## config.mk

```make
export PLATFORM = sky130hd
export DESIGN_NAME = pwr_reg_seq
export DESIGN_NICKNAME = d
export VERILOG_FILES = /design/src/rtl/pwr_seq_pkg.sv /design/src/rtl/pwr_seq_pack.sv /design/src/rtl/pwr_seq_bus.sv /design/src/rtl/pwr_seq_ctrl.sv /design/src/rtl/pwr_reg_seq.sv
export SDC_FILE = /design/constraint.sdc
export NUM_CORES = 1
export LEC_CHECK = 0
export BUFFER_PORTS_ARGS = -buffer_cell sky130_fd_sc_hd__buf_4
export CAP_MARGIN = 15
export CORE_ASPECT_RATIO = 0.8
export CORE_MARGIN = 4
export CORE_UTILIZATION = 62
export CTS_BUF_LIST = sky130_fd_sc_hd__clkbuf_16
export DETAILED_ROUTE_END_ITERATION = 10
export PLACE_DENSITY_LB_ADDON = 0.1
export SLEW_MARGIN = 30
export SYNTH_ARGS = -nofsm -noshare
export SYNTH_HDL_FRONTEND = slang
export SYNTH_HIERARCHICAL = 1
export SYNTH_SLANG_ARGS = --single-unit
export TNS_END_PERCENT = 50
```

## constraint.sdc

```tcl
create_clock -name clk -period 6.45 [get_ports clk]
set_input_delay 1.29 -clock clk [delete_from_list [all_inputs] [get_ports clk]]
set_output_delay 1.29 -clock clk [all_outputs]
set_load 0.01 [all_outputs]
```

## src/rtl/pwr_seq_pkg.sv

```systemverilog
package pwr_seq_pkg;

   typedef enum logic [1:0] {
      OP_WRITE = 2'd0,
      OP_READ  = 2'd1,
      OP_RMW   = 2'd2,
      OP_RSVD  = 2'd3
   } op_e;

   typedef enum logic [2:0] {
      ERR_OK      = 3'd0,
      ERR_BUSY    = 3'd1,
      ERR_TIMEOUT = 3'd2,
      ERR_IO      = 3'd3,
      ERR_INVAL   = 3'd4
   } err_e;

   localparam logic [7:0] MSG_PWR  = 8'hFF;
   localparam logic [7:0] OFS_CMD  = 8'h00;
   localparam logic [7:0] OFS_STAT = 8'h04;
   localparam logic [7:0] OFS_OUT  = 8'h80;
   localparam logic [7:0] OFS_IN   = 8'h90;
   localparam int STAT_BUSY   = 0;
   localparam int STAT_ERR    = 1;
   localparam int CMD_IOC_BIT = 8;

   function automatic logic [31:0] make_cmd(input logic [1:0] sub, input logic [7:0] size);
      return {8'h00, size, 2'b00, sub, 3'b000, 1'b1, MSG_PWR};
   endfunction

endpackage

```

## src/rtl/pwr_seq_pack.sv

```systemverilog
module pwr_seq_pack
   import pwr_seq_pkg::*;
#(
   parameter int MAX_ITEMS = 5,
   parameter int BUF_WORDS = 4,
   parameter int CNT_W     = 3
) (
   input  logic [1:0]               op,
   input  logic [CNT_W-1:0]         count,
   input  logic [MAX_ITEMS*16-1:0]  addr_flat,
   input  logic [MAX_ITEMS*8-1:0]   data_flat,
   output logic [BUF_WORDS*32-1:0]  obuf,
   output logic [7:0]               size,
   output logic                     ok
);
   localparam int NBYTES = 4 * BUF_WORDS;

   int n;
   assign n = int'(count);

   always_comb begin
      ok = (op != OP_RSVD) && (n >= 1) && (n <= MAX_ITEMS) && ((op != OP_RMW) || (n == 1));
      case (op)
         OP_WRITE: size = 8'(3 * n);
         OP_READ:  size = 8'(2 * n);
         default:  size = 8'd4;
      endcase
   end

   for (genvar b = 0; b < NBYTES; b++) begin : g_lane
      logic [7:0] abyte;
      logic [7:0] lane;
      assign abyte = 8'(addr_flat >> (8 * b));
      always_comb begin
         lane = 8'h00;
         if (op == OP_RMW) begin
            if (b < 2)       lane = abyte;
            else if (b == 2) lane = data_flat[7:0];
            else if (b == 3) lane = data_flat[15:8];
         end else if (b < 2 * n) begin
            lane = abyte;
         end else if ((op == OP_WRITE) && (b < 3 * n)) begin
            lane = 8'(data_flat >> (8 * (b - 2 * n)));
         end
      end
      assign obuf[8*b +: 8] = lane;
   end

endmodule

```

## src/rtl/pwr_seq_bus.sv

```systemverilog
module pwr_seq_bus (
   input  logic        clk,
   input  logic        rst_n,
   input  logic        start,
   input  logic        we,
   input  logic [7:0]  addr,
   input  logic [31:0] wdata,
   output logic        done,
   output logic [31:0] rdata,
   output logic        bus_req,
   output logic        bus_we,
   output logic [7:0]  bus_addr,
   output logic [31:0] bus_wdata,
   input  logic        bus_ack,
   input  logic [31:0] bus_rdata
);

   always_ff @(posedge clk or negedge rst_n) begin
      if (!rst_n) begin
         bus_req   <= 1'b0;
         bus_we    <= 1'b0;
         bus_addr  <= '0;
         bus_wdata <= '0;
         done      <= 1'b0;
         rdata     <= '0;
      end else begin
         done <= 1'b0;
         if (bus_req) begin
            if (bus_ack) begin
               bus_req <= 1'b0;
               done    <= 1'b1;
               rdata   <= bus_rdata;
            end
         end else if (start) begin
            bus_req   <= 1'b1;
            bus_we    <= we;
            bus_addr  <= addr;
            bus_wdata <= wdata;
         end
      end
   end

   assert_bus_hold_R11: assert property (@(posedge clk) disable iff (!rst_n)
      (bus_req && !bus_ack) |=> (bus_req && $stable(bus_addr) && $stable(bus_wdata) && $stable(bus_we)));

endmodule

```

## src/rtl/pwr_seq_ctrl.sv

```systemverilog
module pwr_seq_ctrl
   import pwr_seq_pkg::*;
#(
   parameter int MAX_ITEMS   = 5,
   parameter int BUF_WORDS   = 4,
   parameter int CNT_W       = 3,
   parameter int POLL_GAP    = 4,
   parameter int TIMEOUT_CYC = 200
) (
   input  logic                     clk,
   input  logic                     rst_n,
   input  logic                     req_valid,
   output logic                     req_ready,
   input  logic [1:0]               req_op,
   input  logic [CNT_W-1:0]         req_count,
   input  logic [BUF_WORDS*32-1:0]  pk_obuf,
   input  logic [7:0]               pk_size,
   input  logic                     pk_ok,
   output logic                     rsp_valid,
   output logic [2:0]               rsp_err,
   output logic [MAX_ITEMS*8-1:0]   rsp_data,
   output logic                     bus_start,
   output logic                     bus_wr,
   output logic [7:0]               bus_ofs,
   output logic [31:0]              bus_wd,
   input  logic                     bus_done,
   input  logic [31:0]              bus_rd
);
   localparam int RD_WORDS = (MAX_ITEMS + 3) / 4;
   localparam int EL_W     = $clog2(TIMEOUT_CYC + 1);
   localparam int GAP_W    = $clog2(POLL_GAP + 1);
   localparam int WI_W     = $clog2(BUF_WORDS + 1);
   localparam int RI_W     = $clog2(RD_WORDS + 1);

   typedef enum logic [3:0] {
      S_IDLE, S_PRE, S_PRE_W, S_BUF, S_BUF_W, S_CMD, S_CMD_W,
      S_GAP, S_POLL, S_POLL_W, S_RD, S_RD_W, S_RESP
   } state_e;

   state_e                   state;
   logic [1:0]               op_q;
   logic [CNT_W-1:0]         cnt_q;
   logic [BUF_WORDS*32-1:0]  obuf_q;
   logic [7:0]               size_q;
   logic [2:0]               err_q;
   logic [RD_WORDS*32-1:0]   rbuf_q;
   logic [WI_W-1:0]          widx;
   logic [RI_W-1:0]          ridx;
   logic [GAP_W-1:0]         gap;
   logic [EL_W-1:0]          elapsed;
   logic                     cmd_sent;
   logic [WI_W-1:0]          buf_cnt;
   logic [CNT_W:0]           rd_words;

   assign rd_words  = ({1'b0, cnt_q} + (CNT_W+1)'(3)) >> 2;
   assign req_ready = (state == S_IDLE);
   assign rsp_valid = (state == S_RESP);
   assign rsp_err   = err_q;
   assign rsp_data  = rbuf_q[MAX_ITEMS*8-1:0];

   always_comb begin
      bus_start = 1'b0;
      bus_wr    = 1'b0;
      bus_ofs   = OFS_STAT;
      bus_wd    = '0;
      case (state)
         S_PRE, S_POLL: bus_start = 1'b1;
         S_BUF: begin
            bus_start = 1'b1;
            bus_wr    = 1'b1;
            bus_ofs   = 8'(int'(OFS_OUT) + 4 * int'(widx));
            bus_wd    = obuf_q[32*widx +: 32];
         end
         S_CMD: begin
            bus_start = 1'b1;
            bus_wr    = 1'b1;
            bus_ofs   = OFS_CMD;
            bus_wd    = make_cmd(op_q, size_q);
         end
         S_RD: begin
            bus_start = 1'b1;
            bus_ofs   = 8'(int'(OFS_IN) + 4 * int'(ridx));
         end
         default: ;
      endcase
   end

   always_ff @(posedge clk or negedge rst_n) begin
      if (!rst_n) begin
         state    <= S_IDLE;
         op_q     <= '0;
         cnt_q    <= '0;
         obuf_q   <= '0;
         size_q   <= '0;
         err_q    <= ERR_OK;
         rbuf_q   <= '0;
         widx     <= '0;
         ridx     <= '0;
         gap      <= '0;
         elapsed  <= '0;
         cmd_sent <= 1'b0;
         buf_cnt  <= '0;
      end else begin
         if ((state == S_GAP || state == S_POLL || state == S_POLL_W) &&
             (elapsed < EL_W'(TIMEOUT_CYC)))
            elapsed <= elapsed + 1'b1;
         case (state)
            S_IDLE: if (req_valid) begin
               op_q     <= req_op;
               cnt_q    <= req_count;
               obuf_q   <= pk_obuf;
               size_q   <= pk_size;
               rbuf_q   <= '0;
               cmd_sent <= 1'b0;
               buf_cnt  <= '0;
               err_q    <= pk_ok ? ERR_OK : ERR_INVAL;
               state    <= pk_ok ? S_PRE : S_RESP;
            end
            S_PRE:  state <= S_PRE_W;
            S_PRE_W: if (bus_done) begin
               if (bus_rd[STAT_BUSY]) begin
                  err_q <= ERR_BUSY;
                  state <= S_RESP;
               end else begin
                  widx  <= '0;
                  state <= S_BUF;
               end
            end
            S_BUF:  state <= S_BUF_W;
            S_BUF_W: if (bus_done) begin
               buf_cnt <= buf_cnt + 1'b1;
               if (widx == WI_W'(BUF_WORDS - 1)) state <= S_CMD;
               else begin
                  widx  <= widx + 1'b1;
                  state <= S_BUF;
               end
            end
            S_CMD: begin
               cmd_sent <= 1'b1;
               state    <= S_CMD_W;
            end
            S_CMD_W: if (bus_done) begin
               elapsed <= '0;
               gap     <= '0;
               state   <= S_GAP;
            end
            S_GAP: begin
               if (gap == GAP_W'(POLL_GAP - 1)) state <= S_POLL;
               else gap <= gap + 1'b1;
            end
            S_POLL: state <= S_POLL_W;
            S_POLL_W: if (bus_done) begin
               if (!bus_rd[STAT_BUSY]) begin
                  if (bus_rd[STAT_ERR]) begin
                     err_q <= ERR_IO;
                     state <= S_RESP;
                  end else if (op_q == OP_READ) begin
                     ridx  <= '0;
                     state <= S_RD;
                  end else begin
                     state <= S_RESP;
                  end
               end else if (elapsed >= EL_W'(TIMEOUT_CYC)) begin
                  err_q <= ERR_TIMEOUT;
                  state <= S_RESP;
               end else begin
                  gap   <= '0;
                  state <= S_GAP;
               end
            end
            S_RD: state <= S_RD_W;
            S_RD_W: if (bus_done) begin
               for (int k = 0; k < 4; k++) begin
                  if (int'(ridx) * 4 + k < int'(cnt_q))
                     rbuf_q[32*ridx + 8*k +: 8] <= bus_rd[8*k +: 8];
               end
               if ({{(CNT_W+1-RI_W){1'b0}}, ridx} == rd_words - 1'b1) state <= S_RESP;
               else begin
                  ridx  <= ridx + 1'b1;
                  state <= S_RD;
               end
            end
            S_RESP: state <= S_IDLE;
            default: state <= S_IDLE;
         endcase
      end
   end

   assert_cmd_needs_valid_R6: assert property (@(posedge clk) disable iff (!rst_n)
      (bus_start && bus_wr && bus_ofs == OFS_CMD) |->
      (cnt_q != '0) && (int'(cnt_q) <= MAX_ITEMS) && (op_q != OP_RSVD));

   assert_buf_before_cmd_R2: assert property (@(posedge clk) disable iff (!rst_n)
      (bus_start && bus_wr && bus_ofs == OFS_CMD) |-> (buf_cnt == WI_W'(BUF_WORDS)));

   assert_busy_no_cmd_R7: assert property (@(posedge clk) disable iff (!rst_n)
      (rsp_valid && rsp_err == ERR_BUSY) |-> !cmd_sent);

   assert_timeout_window_R9: assert property (@(posedge clk) disable iff (!rst_n)
      (rsp_valid && rsp_err == ERR_TIMEOUT) |-> (elapsed >= EL_W'(TIMEOUT_CYC)));

   assert_rsp_pulse_R10: assert property (@(posedge clk) disable iff (!rst_n)
      rsp_valid |=> !rsp_valid);

endmodule

```

## src/rtl/pwr_reg_seq.sv

```systemverilog
module pwr_reg_seq
   import pwr_seq_pkg::*;
#(
   parameter int MAX_ITEMS   = 5,
   parameter int BUF_WORDS   = 4,
   parameter int CNT_W       = 3,
   parameter int POLL_GAP    = 4,
   parameter int TIMEOUT_CYC = 200
) (
   input  logic                     clk,
   input  logic                     rst_n,
   input  logic                     req_valid,
   output logic                     req_ready,
   input  logic [1:0]               req_op,
   input  logic [CNT_W-1:0]         req_count,
   input  logic [MAX_ITEMS*16-1:0]  req_addr,
   input  logic [MAX_ITEMS*8-1:0]   req_data,
   output logic                     rsp_valid,
   output logic [2:0]               rsp_err,
   output logic [MAX_ITEMS*8-1:0]   rsp_data,
   output logic                     bus_req,
   output logic                     bus_we,
   output logic [7:0]               bus_addr,
   output logic [31:0]              bus_wdata,
   input  logic                     bus_ack,
   input  logic [31:0]              bus_rdata
);

   if (MAX_ITEMS < 2 || 3 * MAX_ITEMS > 4 * BUF_WORDS) begin : g_bad_items
      $error("item count does not fit the outbound buffer");
   end
   if (BUF_WORDS > 4) begin : g_bad_buf
      $error("outbound buffer would overlap the inbound buffer");
   end
   if (MAX_ITEMS >= (1 << CNT_W)) begin : g_bad_cnt
      $error("count width cannot express an over-limit count");
   end
   if (POLL_GAP < 1 || TIMEOUT_CYC < 1) begin : g_bad_time
      $error("poll spacing and timeout must be positive");
   end

   logic [BUF_WORDS*32-1:0] pk_obuf;
   logic [7:0]              pk_size;
   logic                    pk_ok;
   logic                    bus_start, bus_wr, bus_done;
   logic [7:0]              bus_ofs;
   logic [31:0]             bus_wd, bus_rd;

   pwr_seq_pack #(.MAX_ITEMS(MAX_ITEMS), .BUF_WORDS(BUF_WORDS), .CNT_W(CNT_W)) u_pack (
      .op(req_op), .count(req_count), .addr_flat(req_addr), .data_flat(req_data),
      .obuf(pk_obuf), .size(pk_size), .ok(pk_ok)
   );

   pwr_seq_ctrl #(.MAX_ITEMS(MAX_ITEMS), .BUF_WORDS(BUF_WORDS), .CNT_W(CNT_W),
                  .POLL_GAP(POLL_GAP), .TIMEOUT_CYC(TIMEOUT_CYC)) u_ctrl (
      .clk(clk), .rst_n(rst_n), .req_valid(req_valid), .req_ready(req_ready),
      .req_op(req_op), .req_count(req_count), .pk_obuf(pk_obuf), .pk_size(pk_size),
      .pk_ok(pk_ok), .rsp_valid(rsp_valid), .rsp_err(rsp_err), .rsp_data(rsp_data),
      .bus_start(bus_start), .bus_wr(bus_wr), .bus_ofs(bus_ofs), .bus_wd(bus_wd),
      .bus_done(bus_done), .bus_rd(bus_rd)
   );

   pwr_seq_bus u_bus (
      .clk(clk), .rst_n(rst_n), .start(bus_start), .we(bus_wr), .addr(bus_ofs),
      .wdata(bus_wd), .done(bus_done), .rdata(bus_rd), .bus_req(bus_req),
      .bus_we(bus_we), .bus_addr(bus_addr), .bus_wdata(bus_wdata),
      .bus_ack(bus_ack), .bus_rdata(bus_rdata)
   );

   assert_cmd_format_R1: assert property (@(posedge clk) disable iff (!rst_n)
      (bus_req && bus_we && bus_addr == OFS_CMD) |->
      (bus_wdata[CMD_IOC_BIT] && bus_wdata[7:0] == MSG_PWR && bus_wdata[31:24] == 8'h00));

   assert_idle_quiet_R10: assert property (@(posedge clk) disable iff (!rst_n)
      req_ready |-> !bus_req);

endmodule

```

After elaboration in Yosys (flattened, before gate mapping)
Cells that the tools add are included.
{ "classes": {"addsub": 34, "multipliers": 1, "div_mod_pow": 0, "n_lt_le_gt_ge": 40, "eq_ne": 40, "n_shift": 25, "n_mux": 121, "bitwise_logic": 1, "n_reduce_logical": 41} }
{ "ops": {"columns": ["cell", "count"], "rows": [
  ["two-way mux 64 bit", 12],
  [">> shifter 40 x 32 -> 8 bit", 16],
  ["two-way mux 8 bit", 51],
  ["bitwise mux 64 bit", 4],
  ["< comparator 5 x 32 -> 1 bit, first input constant", 8],
  ["variable shift 8 x 34 -> 64 bit, first input constant", 4],
  ["variable part select 8 x 34 -> 64 bit", 4],
  ["< comparator 4 x 32 -> 1 bit, first input constant", 4],
  ["case mux 64 bit (2 select lines)", 1],
  ["variable part select 128 x 9 -> 32 bit", 1],
  ["negator 32 -> 34 bit", 3],
  ["< comparator 32 x 4 -> 1 bit", 3],
  ["< comparator 3 x 32 -> 1 bit, first input constant", 2],
  ["case mux 32 bit (2 select lines)", 1],
  ["two-way mux 3 bit", 20],
  ["two-way mux 4 bit", 12],
  ["case mux 4 bit (12 select lines)", 1],
  ["subtractor 4 x 4 -> 5 bit, first input constant", 8],
  ["negator 7 -> 34 bit", 1],
  ["< comparator 1 x 32 -> 1 bit, first input constant", 1],
  ["< comparator 2 x 32 -> 1 bit, first input constant", 1],
  ["< comparator 4 bit, first input constant", 8],
  ["inequality test 2 bit, second input constant", 12],
  ["case mux 8 bit (3 select lines)", 1],
  ["54 further kinds", 124]
]} }
{ "totals": {"regBits": 303, "latch_bits": 0, "ram_bits": 0, "mem_bits_ro": 0, "in_bits": 161, "out_inout_bits": 87, "wordCells": 320, "mem_count": 0} }

Depth between registers and ports, before layout
Gate-level depths: netlist of run 1.
{ "logic_depth": {"word_depth": 18, "ltp_mapped": 13, "ltp_nobuf": 11} }

Cells and area by module
The synthesis of run 1 kept the hierarchy.
{ "by_module_without_submodules": {"columns": ["mod", "instances", "cells_each", "area_per_inst_um2", "seq_area_each_um2"], "rows": [
  ["pwr_seq_ctrl", 1, 742, 9674.3, 5104.9],
  ["pwr_seq_pack", 1, 496, 3051.7, 0.0],
  ["pwr_seq_bus", 1, 161, 2997.9, 1876.8]
]} }

Worst setup path after synthesis of run 1
No wires, ideal clock.
{ "synth_path": {"kind": "input to register", "startpoint": "input port req_count[0]", "endpoint": "register u_ctrl.obuf_q[101]", "setup_time_ns": 0.125, "arrival_time_ns": 4.041, "slack_ns": 2.284, "cell_stages": 13, "cell_sequence": "clkbuf_1 clkbuf_1 clkinv_1 clkbuf_1 ha_1 buf_2 clkbuf_1 clkbuf_1 mux2i_1 nor2_1 a21oi_1 nor2_1 mux2_2"} }
{ "synth_between": {"elab_chain_len": 6, "elab_cells_between_ends": 9} }
{ "synth_lines": {"columns": ["element", "line", "source"], "rows": [
  ["from (decl)", "pwr_reg_seq.sv:15", "input logic [CNT_W-1:0] req_count,"],
  ["multiplier 2 x 3 -> 5 bit", "pwr_seq_pack.sv:42", "end else if ((op == OP_WRITE) && (b < 3 * n)) begin"],
  ["< comparator 5 x 32 -> 1 bit", "pwr_seq_pack.sv:42", null],
  ["logical AND 1 bit", "pwr_seq_pack.sv:42", null],
  ["two-way mux 8 bit", "pwr_seq_pack.sv:42", null],
  ["two-way mux 8 bit (*)", "pwr_seq_pack.sv:40", "end else if (b < 2 * n) begin"],
  ["two-way mux 8 bit (*)", "pwr_seq_pack.sv:36", "if (op == OP_RMW) begin"],
  ["via pk_obuf[101]", "pwr_reg_seq.sv:42", "logic [BUF_WORDS*32-1:0] pk_obuf;"],
  ["to (signal assigned)", "pwr_seq_ctrl.sv:111", "obuf_q <= pk_obuf;"],
  ["to (decl)", "pwr_seq_ctrl.sv:43", "logic [BUF_WORDS*32-1:0] obuf_q;"]
]} }
The timed path passes the listed nets; every way through them passes the cells marked *.
A chain may end at the register's enable or synchronous reset.

Worst setup path in the final report of run 1
{ "layout_path": {"startpoint": "input port req_count[0]", "endpoint": "register u_ctrl.obuf_q[71]"} }
The elaborated chain is that of the path after synthesis.

==> run metrics, run 1 <==
max cap viols=0; height of the die=150 um; Layout area overhead=18.0%; CP peak stage delay=660 ps; layout cells sized above 1=36.2%; grt total ovfl=0; adder-cell area share of the yosys netlist=2.28%; fin util=75.3%; vias in the first global route=12.1k; Hold Fails Final Rpt=0; Final period util=66.5%; Die ar.=28,000 um2; area fraction in compound gates after synthesis=12.0%; Post-CTS Resized=0; vias per cell=6.28; commonest non-fill, non-tap cell in the layout=dfrtp_1; Nets=1,787; leak pwr=9.18 nW; CP arrival=4780 ps; core area=24,600 um2; Final Slew Violations=0; Synth Flop Type=dfrtp_1; commonest non-fill, non-tap cells in the layout=dfrtp_1 (278), buf_4 (260), mux2_2 (183); Detailed Routing Iterations Pass 1=5; Placement Rows=51; TritonCTS Buffers=28; slowest CP cell=ha_1; Post-DRT Antenna Nets=0; initial antenna violation count=3; Yosys warnings=6; CP max FO=67; CTS tree=done; # setup viols final=0; grt peak-use layer=met2; total wire length=42.8 mm; drt initial violations=1,064; Post-Synth Simple-Gate Area=12.7%; Synth Area in XOR/XNOR=0.700%; HPWL after detailed placement=30.2 mm; GR met1 Demand/Resource=42.4%; crit start category=input pin; GPL Wtd Cong=0.955; TNS Setup=0 ps; Max IR drop VDD=0.000185 V; Boundary Pins=248; flop and latch count out of synthesis=279; gr usage total=30.3%; post-CTS setup repair buffer count=0; min Tclk post-route=4290 ps; Highest Clock Rate=233 MHz; met2 usage=49.7%; delay-heaviest family, CP=buffers and inverters; Worst Setup End Kind=register; Synth area leader=dfrtp_1; Slew headroom=43.7%; Max clock buf depth=3; PortBufs=247; Synth Cell Area=15,700 um2; CP required=6940 ps; clk_skew=16.2 ps; combinational family with the most area after synthesis=multiplexers; cells along the critical path=buf_4 > clkinv_1 > ha_1 > nor2b_1 > a2bb2oi_1 > or4b_2 > o21ai_0 > mux2_2; Power per Cell Area=200 nW/um2; via count=12.2k; Slew @ Worst Pin=841 ps; largest net degree at the start of global routing=117; sequential cell area fraction in the yosys report=44.4%; CTS root buffer=clkbuf_16; number of synthesized flops with an enable pin=0; Fillers=1,726; kind of critical path=in -> reg; final hold slack=481 ps; Synth area leaders=dfrtp_1 (44%), mux2_2 (13%), mux4_2 (4.6%); Syn Inst Count=1,399; Distinct cells, synth=87; worst skew pair latency=550 ps; worst hold-check path type=reg -> reg; RSZ-0062 raised after global routing=no; CTS sink count=279; CP Buf/Inv Count=2; Worst-path clk slew=70 ps; mux share of post-synthesis cell area=23.8%; H-tree depth=1; drt drc=0; met3 usage=5.56%; Initial Utilization=63.8%; syn avg cell area=11.2 um2; die width=186 um; # hold bufs at CTS=0; drt wl/cell=22.1 um; asr flop ratio synth=100%; status=finished clean; Synth top area share=44.4%; first-pass GRT wire length=67.0 mm
[synth_stat cells, drive strengths merged (4+ instances only)]
library cell,instances
clkbuf,39
nor2,109
inv,24
o21ai,66
mux2,222
mux4,32
a22oi,4
xor2,5
nor2b,45
mux2i,38
nor3b,10
o41ai,6
a22o,58
and2,20
a21o,18
nor4,4
nor3,12
dfrtp,279
buf,60
a211oi,4
a31oi,12
or3b,4
nand4,5
xnor2,5
nand3,13
o221ai,5
o22ai,4
a21oi,56
and3,9
a32oi,9
nand2b,28
ha,27
nand2,112
[routing by layer]
layer,vias up,routed length [um]
met5,-,28
met4,4,1090
met3,79,3260
met2,532,20700
met1,6113,17700
li1,5447,-
[report_power, final]
part	switching, mW	internal, mW
Combinational	0.205	0.143
Clock	0.688	0.929
Sequential	0	1.75
Total	0.892	2.82
[final cells by class]
class                           instances  area, um2  share of cell area (%)
Multi-Input combinational cell       1000       8150                    43.9
Sequential cell                       279       6980                    37.6
Clock buffer                           29        726                    3.91
Clock inverter                         23        180                   0.971
Antenna cell                            1       2.50                  0.0135
Tap cell                              318        398                    2.14
Inverter                               26       97.6                   0.526
Timing Repair Buffer                  263       2010                    10.9
[cell families after synthesis]
family	count (synthesis)
other	2
muxes	292
buffers and inverters	125
xor gates and xnor gates	11
and+or+nand+nor	389
DFF	279
adders and majority gates	28
AOI/OAI and AO/OA	273
[per-stage QoR]
stage,power (mW),std cells,setup WS [ps],cell area [um2]
final,3.71,1939,2160,18600
after global routing,3.84,1938,1900,18500
after CTS,3.73,1937,2250,18500
after detailed placement,2.12,1885,1680,17600
after global placement,2.12,1885,1740,17600
after floorplan,1.94,1404,2280,15700
[worst reg2reg max path: stages (launching register included)]
cell	delay [ps]
dfrtp_1	680
nor4_2	840
nand2_8	480
buf_4	590
mux2_2	400
[path summary, 6_finish.rpt]
kind                                               startpoint                            end  slack (ps)  cells after the start
worst max-delay path                             req_count[0]  u_ctrl/obuf_q[71]$_DFFE_PN0P_        2160                      8
worst min-delay path            u_ctrl/rbuf_q[23]$_DFFE_PN0P_  u_ctrl/rbuf_q[23]$_DFFE_PN0P_         480                      2
worst max register to register    u_ctrl/state[0]$_DFFE_PN0P_  u_ctrl/obuf_q[88]$_DFFE_PN0P_        3350                      4
worst min register to register  u_ctrl/rbuf_q[23]$_DFFE_PN0P_  u_ctrl/rbuf_q[23]$_DFFE_PN0P_         480                      2
max in group asynchronous                               rst_n        u_bus/bus_req$_DFF_PN0_        4410                      3
min in group asynchronous                               rst_n  u_bus/bus_addr[4]$_DFFE_PN0P_         600                      1
[flip-flops by register name, summed over array words and instances (netlist names), 4 cells and up]
signal           count
u_bus/bus_addr       8
u_ctrl/rbuf_q       40
u_ctrl/size_q        8
u_bus/rdata         32
u_ctrl/elapsed       8
u_bus/bus_wdata     32
u_ctrl/state         4
u_ctrl/obuf_q      128
No activity file was read; power rests on OpenSTA's default activity.
==> run 2, diff against run 1 <==
--- a/config.mk
+++ b/config.mk
@@ -9,7 +9,7 @@
 export CAP_MARGIN = 15
 export CORE_ASPECT_RATIO = 0.8
 export CORE_MARGIN = 4
-export CORE_UTILIZATION = 62
+export CORE_UTILIZATION = 52
 export CTS_BUF_LIST = sky130_fd_sc_hd__clkbuf_16
 export DETAILED_ROUTE_END_ITERATION = 10
 export PLACE_DENSITY_LB_ADDON = 0.1
==> constraint.sdc (replaced) <==
create_clock -name clk -period 3.55 [get_ports clk]
set_input_delay 0.71 -clock clk [delete_from_list [all_inputs] [get_ports clk]]
set_output_delay 0.71 -clock clk [all_outputs]
set_load 0.01 [all_outputs]
==> run 2 against run 1 <==
  * Wire length up 3.6%
  * Sequential share of layout area down 0.82 points
  * Critical path depth down 6
  * Global-route usage down 4.2 points
==> run metrics, run 2 (synthesis results as in run 1) <==
kind of critical path=reg -> out; core area=29,600 um2; r2r startpoint=u_ctrl/state[2]$_DFFE_PN0P_; largest net degree at the start of global routing=89; worst hold-check path type=in -> async; leak pwr=9.36 nW; CTS root buffer=clkbuf_16; pre-CTS setup slack=461 ps; height of the die=164 um; vias in the first global route=12.4k; drt wl/cell=21.6 um; CP Buf/Inv Count=1; Power per Cell Area=372 nW/um2; commonest non-fill, non-tap cells in the layout=dfrtp_1 (278), buf_4 (277), mux2_2 (183); biggest regs=u_ctrl/obuf_q (128), u_ctrl/rbuf_q (40); vias per cell=5.89; total wire length=44.3 mm; min Tclk post-route=2760 ps; first-pass GRT wire length=69.4 mm; worst reg-to-reg path cell count=4; CP required=2840 ps; Final WS setup=789 ps; Largest Register=u_ctrl/obuf_q; HPWL after detailed placement=31.5 mm; Worst Setup End Kind=primary output; CP peak stage delay=670 ps; max cap viols=0; Post-DRT Antenna Nets=0; via count=12.1k; commonest non-fill, non-tap cell in the layout=dfrtp_1; Placement Rows=56; post-CTS setup repair buffer count=0; clk_skew=18.2 ps; TritonCTS Buffers=29; slowest CP cell=dfrtp_1; Worst-path clk slew=60 ps; Post-CTS Resized=0; TNS Setup=0 ps; reg-to-reg setup timing slack=890 ps; drt initial violations=934; Max clock buf depth=3; layout cells sized above 1=37.3%; worst skew pair latency=560 ps; initial antenna violation count=1; Boundary Pins=248; Final Slew Violations=0; Final period util=77.8%; Highest Clock Rate=362 MHz; CP arrival=2050 ps; Max IR drop VDD=0.000298 V; Slew @ Worst Pin=899 ps; gr usage total=26.1%; CTS tree=done; Nets=1,810; Layout area overhead=20.6%; # setup viols final=0; RSZ-0062 raised after global routing=no; delay-heaviest family, CP=flip-flops; GPL Wtd Cong=0.917; die width=202 um; CTS sink count=279; H-tree depth=1; Die ar.=33,100 um2; crit start category=register; # hold bufs at CTS=0; Initial Utilization=53.2%; R2R Path End=u_ctrl/obuf_q[114]$_DFFE_PN0P_; drt drc=0; PortBufs=247; Detailed Routing Iterations Pass 1=7; max reg flops=128; grt total ovfl=0; cells along the critical path=nor4_2 > buf_4; Hold Fails Final Rpt=0; status=finished clean; CP max FO=24; Slew headroom=39.9%
-- run 2: cell count changes in the layout (fill, tap and decap cells not counted), moves of 2 or more --
cell       change
buf_4         +17
buf_12         +6
bufinv_16      +3
clkinv_1       -2
o21ai_1        +2
o21ai_2        -2
-- run 2: metrics by stage --
stage	cell area [um2]	util (%)	cells	hold WS (ps)	total power [mW]
floorplan	15700	-	1404	414	3.53
global placement	18000	60.7	1996	462	3.88
detailed placement	18000	60.7	1996	474	3.88
CTS	19000	64.1	2050	57.6	7.12
global route	19000	64.1	2051	78.3	7.31
finish	19000	64.1	2051	59.5	7.06
-- run 2: worst max-delay path by stage --
stage / slack (ps) / depth (start not counted) / endpoint / start
CTS: 780 / 2 / req_ready / u_ctrl/state[2]$_DFFE_PN0P_
finish: 790 / 2 / req_ready / u_ctrl/state[2]$_DFFE_PN0P_
floorplan: 150 / 13 / u_ctrl/obuf_q[101]$_DFFE_PN0P_ / req_count[0]
global placement: 530 / 8 / u_ctrl/obuf_q[21]$_DFFE_PN0P_ / req_count[0]
global route: 700 / 2 / req_ready / u_ctrl/state[2]$_DFFE_PN0P_
detailed placement: 460 / 10 / u_ctrl/obuf_q[43]$_DFFE_PN0P_ / req_count[1]
-- run 2: worst register-to-register path, cell delays in order (launching register included) --
cell and delay [ps]:
dfrtp_1 670, nor4_2 600, nand2_4 430, buf_4 470
mux2_2 360
-- run 2: area by class of cell --
class                      count  area, um2
inverter                      26       97.6
clock inverter                25        277
sequential                   279       6980
tap                          406        508
multi-input combinational   1000       8140
clock buffer                  29        726
timing repair buffer         285       2230
antenna                        1       2.50
fill                        2417      10600
-- run 2: power breakdown --
part           switching (mW)  total [mW]  leakage [nW]  internal [mW]
Sequential                  0        3.18          3.89           3.18
Combinational           0.375       0.647          4.97          0.271
Clock                    1.31        3.23         0.501           1.92
Total                    1.68        7.06          9.36           5.37
-- run 2: layer usage --
| layer | GRT usage [%] | vias to the layer above | part of all wire (%) |
|---|---|---|---|
| met5 | 0 | - | 0 |
| met3 | 4.88 | 85 | 6.5 |
| met2 | 43.2 | 452 | 48 |
| li1 | - | 5501 | - |
| met1 | 36.0 | 6045 | 43 |
| met4 | 6.66 | 0 | 2.8 |
==> run 3, diff against run 2 <==
--- a/config.mk
+++ b/config.mk
@@ -9,7 +9,7 @@
 export CAP_MARGIN = 15
 export CORE_ASPECT_RATIO = 0.8
 export CORE_MARGIN = 4
-export CORE_UTILIZATION = 52
+export CORE_UTILIZATION = 58
 export CTS_BUF_LIST = sky130_fd_sc_hd__clkbuf_16
 export DETAILED_ROUTE_END_ITERATION = 10
 export PLACE_DENSITY_LB_ADDON = 0.1
==> constraint.sdc (replaced) <==
create_clock -name clk -period 2.9 [get_ports clk]
set_input_delay 0.58 -clock clk [delete_from_list [all_inputs] [get_ports clk]]
set_output_delay 0.58 -clock clk [all_outputs]
set_load 0.01 [all_outputs]
==> run 3 against run 2 <==
  * Sequential cell count did not move
  * Final cell count fell by 1.3%
  * Clock power rose by 20%
  * Final area rose by 1.0%
  * Register-to-register slack got worse by 280 ps
  * First-iteration DRC count fell by 7.4%
  * Sequential share of layout area fell by 0.37 points
  * Setup slack got worse by 370 ps
  * Utilization rose by 8.3 points
  * Power rose by 22%
  * Sequential power rose by 22%
  * Critical path depth rose by 1
  * Critical path type unchanged
  * Highest routed layer is now met5
==> run metrics, run 3 (synthesis results as in run 1) <==
status=finished clean; Max clock buf depth=3; Final Slew Violations=0; max reg flops=128; core area=26,500 um2; Initial Utilization=59.4%; # hold bufs at CTS=0; drt wl/cell=22.0 um; delay-heaviest family, CP=flip-flops; initial antenna violation count=1; CP required=2320 ps; CTS tree=done; grt total ovfl=0; height of the die=155 um; die width=192 um; worst skew pair latency=550 ps; first-pass GRT wire length=69.6 mm; worst hold-check path type=in -> async; Clk pwr share=45.1%; fin util=72.4%; cells along the critical path=and2_1 > and2_1 > buf_4; CTS root buffer=clkbuf_16; Post-DRT Antenna Nets=0; Final period util=85.6%; vias in the first global route=12.5k; most frequent CP cell=and2_1; post-CTS setup repair buffer count=0; drt drc=0; combinational share of power=9.5%; Reg power frac=45.4%; cell-internal power=6.51 mW; placed insts=1,970; Worst Setup End Kind=primary output; Power per Cell Area=448 nW/um2; min Tclk post-route=2480 ps; Detailed Routing Iterations Pass 1=5; Layout area overhead=21.8%; vias per cell=6.06; gr usage total=29.4%; GPL Wtd Cong=0.933; Slew headroom=43.6%; CP peak stage delay=750 ps; Boundary Pins=248; via count=12.3k; Placement Rows=53; Nets=1,833; Slew @ Worst Pin=842 ps; Switch Pwr=2.07 mW; CTS sink count=279; ant diodes=0; clk_skew=14.8 ps; PortBufs=247; HPWL after detailed placement=32.3 mm; layout cells sized above 1=38.6%; largest net degree at the start of global routing=79; final hold slack=15.3 ps; final non-filler cell total=2,024; TritonCTS Buffers=29; drt initial violations=865; switch share=24.1%; commonest non-fill, non-tap cells in the layout=buf_4 (293), dfrtp_1 (278), mux2_2 (183); H-tree depth=1; leak pwr=9.50 nW; slowest CP cell=dfrtp_1; kind of critical path=reg -> out; max cap viols=0; Max IR drop VDD=0.000473 V; Post-CTS Resized=0; # setup viols final=0; Worst-path clk slew=60 ps; Largest Register=u_ctrl/obuf_q; commonest non-fill, non-tap cell in the layout=buf_4; Hold Fails Final Rpt=0; Die ar.=29,800 um2; CP Buf/Inv Count=1; biggest regs=u_ctrl/obuf_q (128), u_ctrl/rbuf_q (40); crit start category=register; CP max FO=21; total wire length=44.4 mm; Highest Clock Rate=403 MHz; CP arrival=1900 ps; RSZ-0062 raised after global routing=no
run 3: cell count changes in the layout (fill, tap and decap cells not counted):
| cell | delta |
|---|---|
| buf_12 | +7 |
| inv_1 | -2 |
| clkinvlp_4 | +1 |
| clkinv_4 | +1 |
| buf_4 | +16 |
| nor3_2 | +1 |
| bufinv_16 | -1 |
| diode_2 | -1 |
| nor3_1 | -1 |
| clkinv_2 | +6 |
| clkinv_1 | -5 |
run 3: worst reg2reg max path, stage by stage, from the launching register on:
cell	delay [ps]
dfrtp_1	750
nand2b_1	230
o21ai_0	200
nor2b_4	390
buf_12	250
mux2_2	360
run 3: cell type report:
| class | count | area [um2] |
|---|---|---|
| Multi-Input combinational cell | 1000 | 8140 |
| Inverter | 26 | 100 |
| Sequential cell | 279 | 6980 |
| Timing Repair Buffer | 308 | 2490 |
| Clock inverter | 25 | 264 |
| Fill cell | 1946 | 7300 |
| Tap cell | 357 | 447 |
| Clock buffer | 29 | 726 |
run 3: power by group through the flow:
| stage | Clock, mW | Combinational, mW | Sequential, mW |
|---|---|---|---|
| after global placement | 0 | 0.795 | 3.96 |
| after global routing | 4.10 | 0.881 | 3.89 |
| after detailed placement | 0 | 0.803 | 3.96 |
| after CTS | 3.93 | 0.807 | 3.89 |
| final | 3.87 | 0.815 | 3.89 |
| after floorplan | 0 | 0.361 | 3.97 |
run 3: path summary, 6_finish.rpt:
| kind | from | cells after the start | end | slack, ps |
|---|---|---|---|---|
| worst max-delay path | u_ctrl/state[3]$_DFFE_PN0P_ | 3 | rsp_valid | 420 |
| worst min-delay path | rst_n | 1 | u_ctrl/rsp_err[1]$_DFFE_PN0P_ | 20 |
| worst max register to register | u_ctrl/state[3]$_DFFE_PN0P_ | 5 | u_bus/bus_wdata[31]$_DFFE_PN0P_ | 610 |
| worst min register to register | u_bus/rdata[13]$_DFFE_PN0P_ | 1 | u_ctrl/rbuf_q[13]$_DFFE_PN0P_ | 480 |
| max in group asynchronous | rst_n | 2 | u_ctrl/obuf_q[53]$_DFFE_PN0P_ | 2030 |
| min in group clk | bus_rdata[17] | 2 | u_bus/rdata[17]$_DFFE_PN0P_ | 260 |
run 3: layer usage:
layer,routed length (um),global-route usage [%]
met1,18600,40.9
met2,21300,48.4
met3,2950,4.35
met4,1530,8.59
met5,13,0
run 3: per-stage QoR:
| step | power (mW) | worst slack [ps] | setup TNS (ps) | instance area, um2 |
|---|---|---|---|---|
| global placement | 4.76 | 78.8 | 0 | 18200 |
| global route | 8.87 | 332 | 0 | 19200 |
| finish | 8.58 | 419 | 0 | 19200 |
| floorplan | 4.33 | 46.3 | 0 | 15800 |
| CTS | 8.63 | 442 | 0 | 19200 |
| detailed placement | 4.77 | -59.4 | -134 | 18200 |
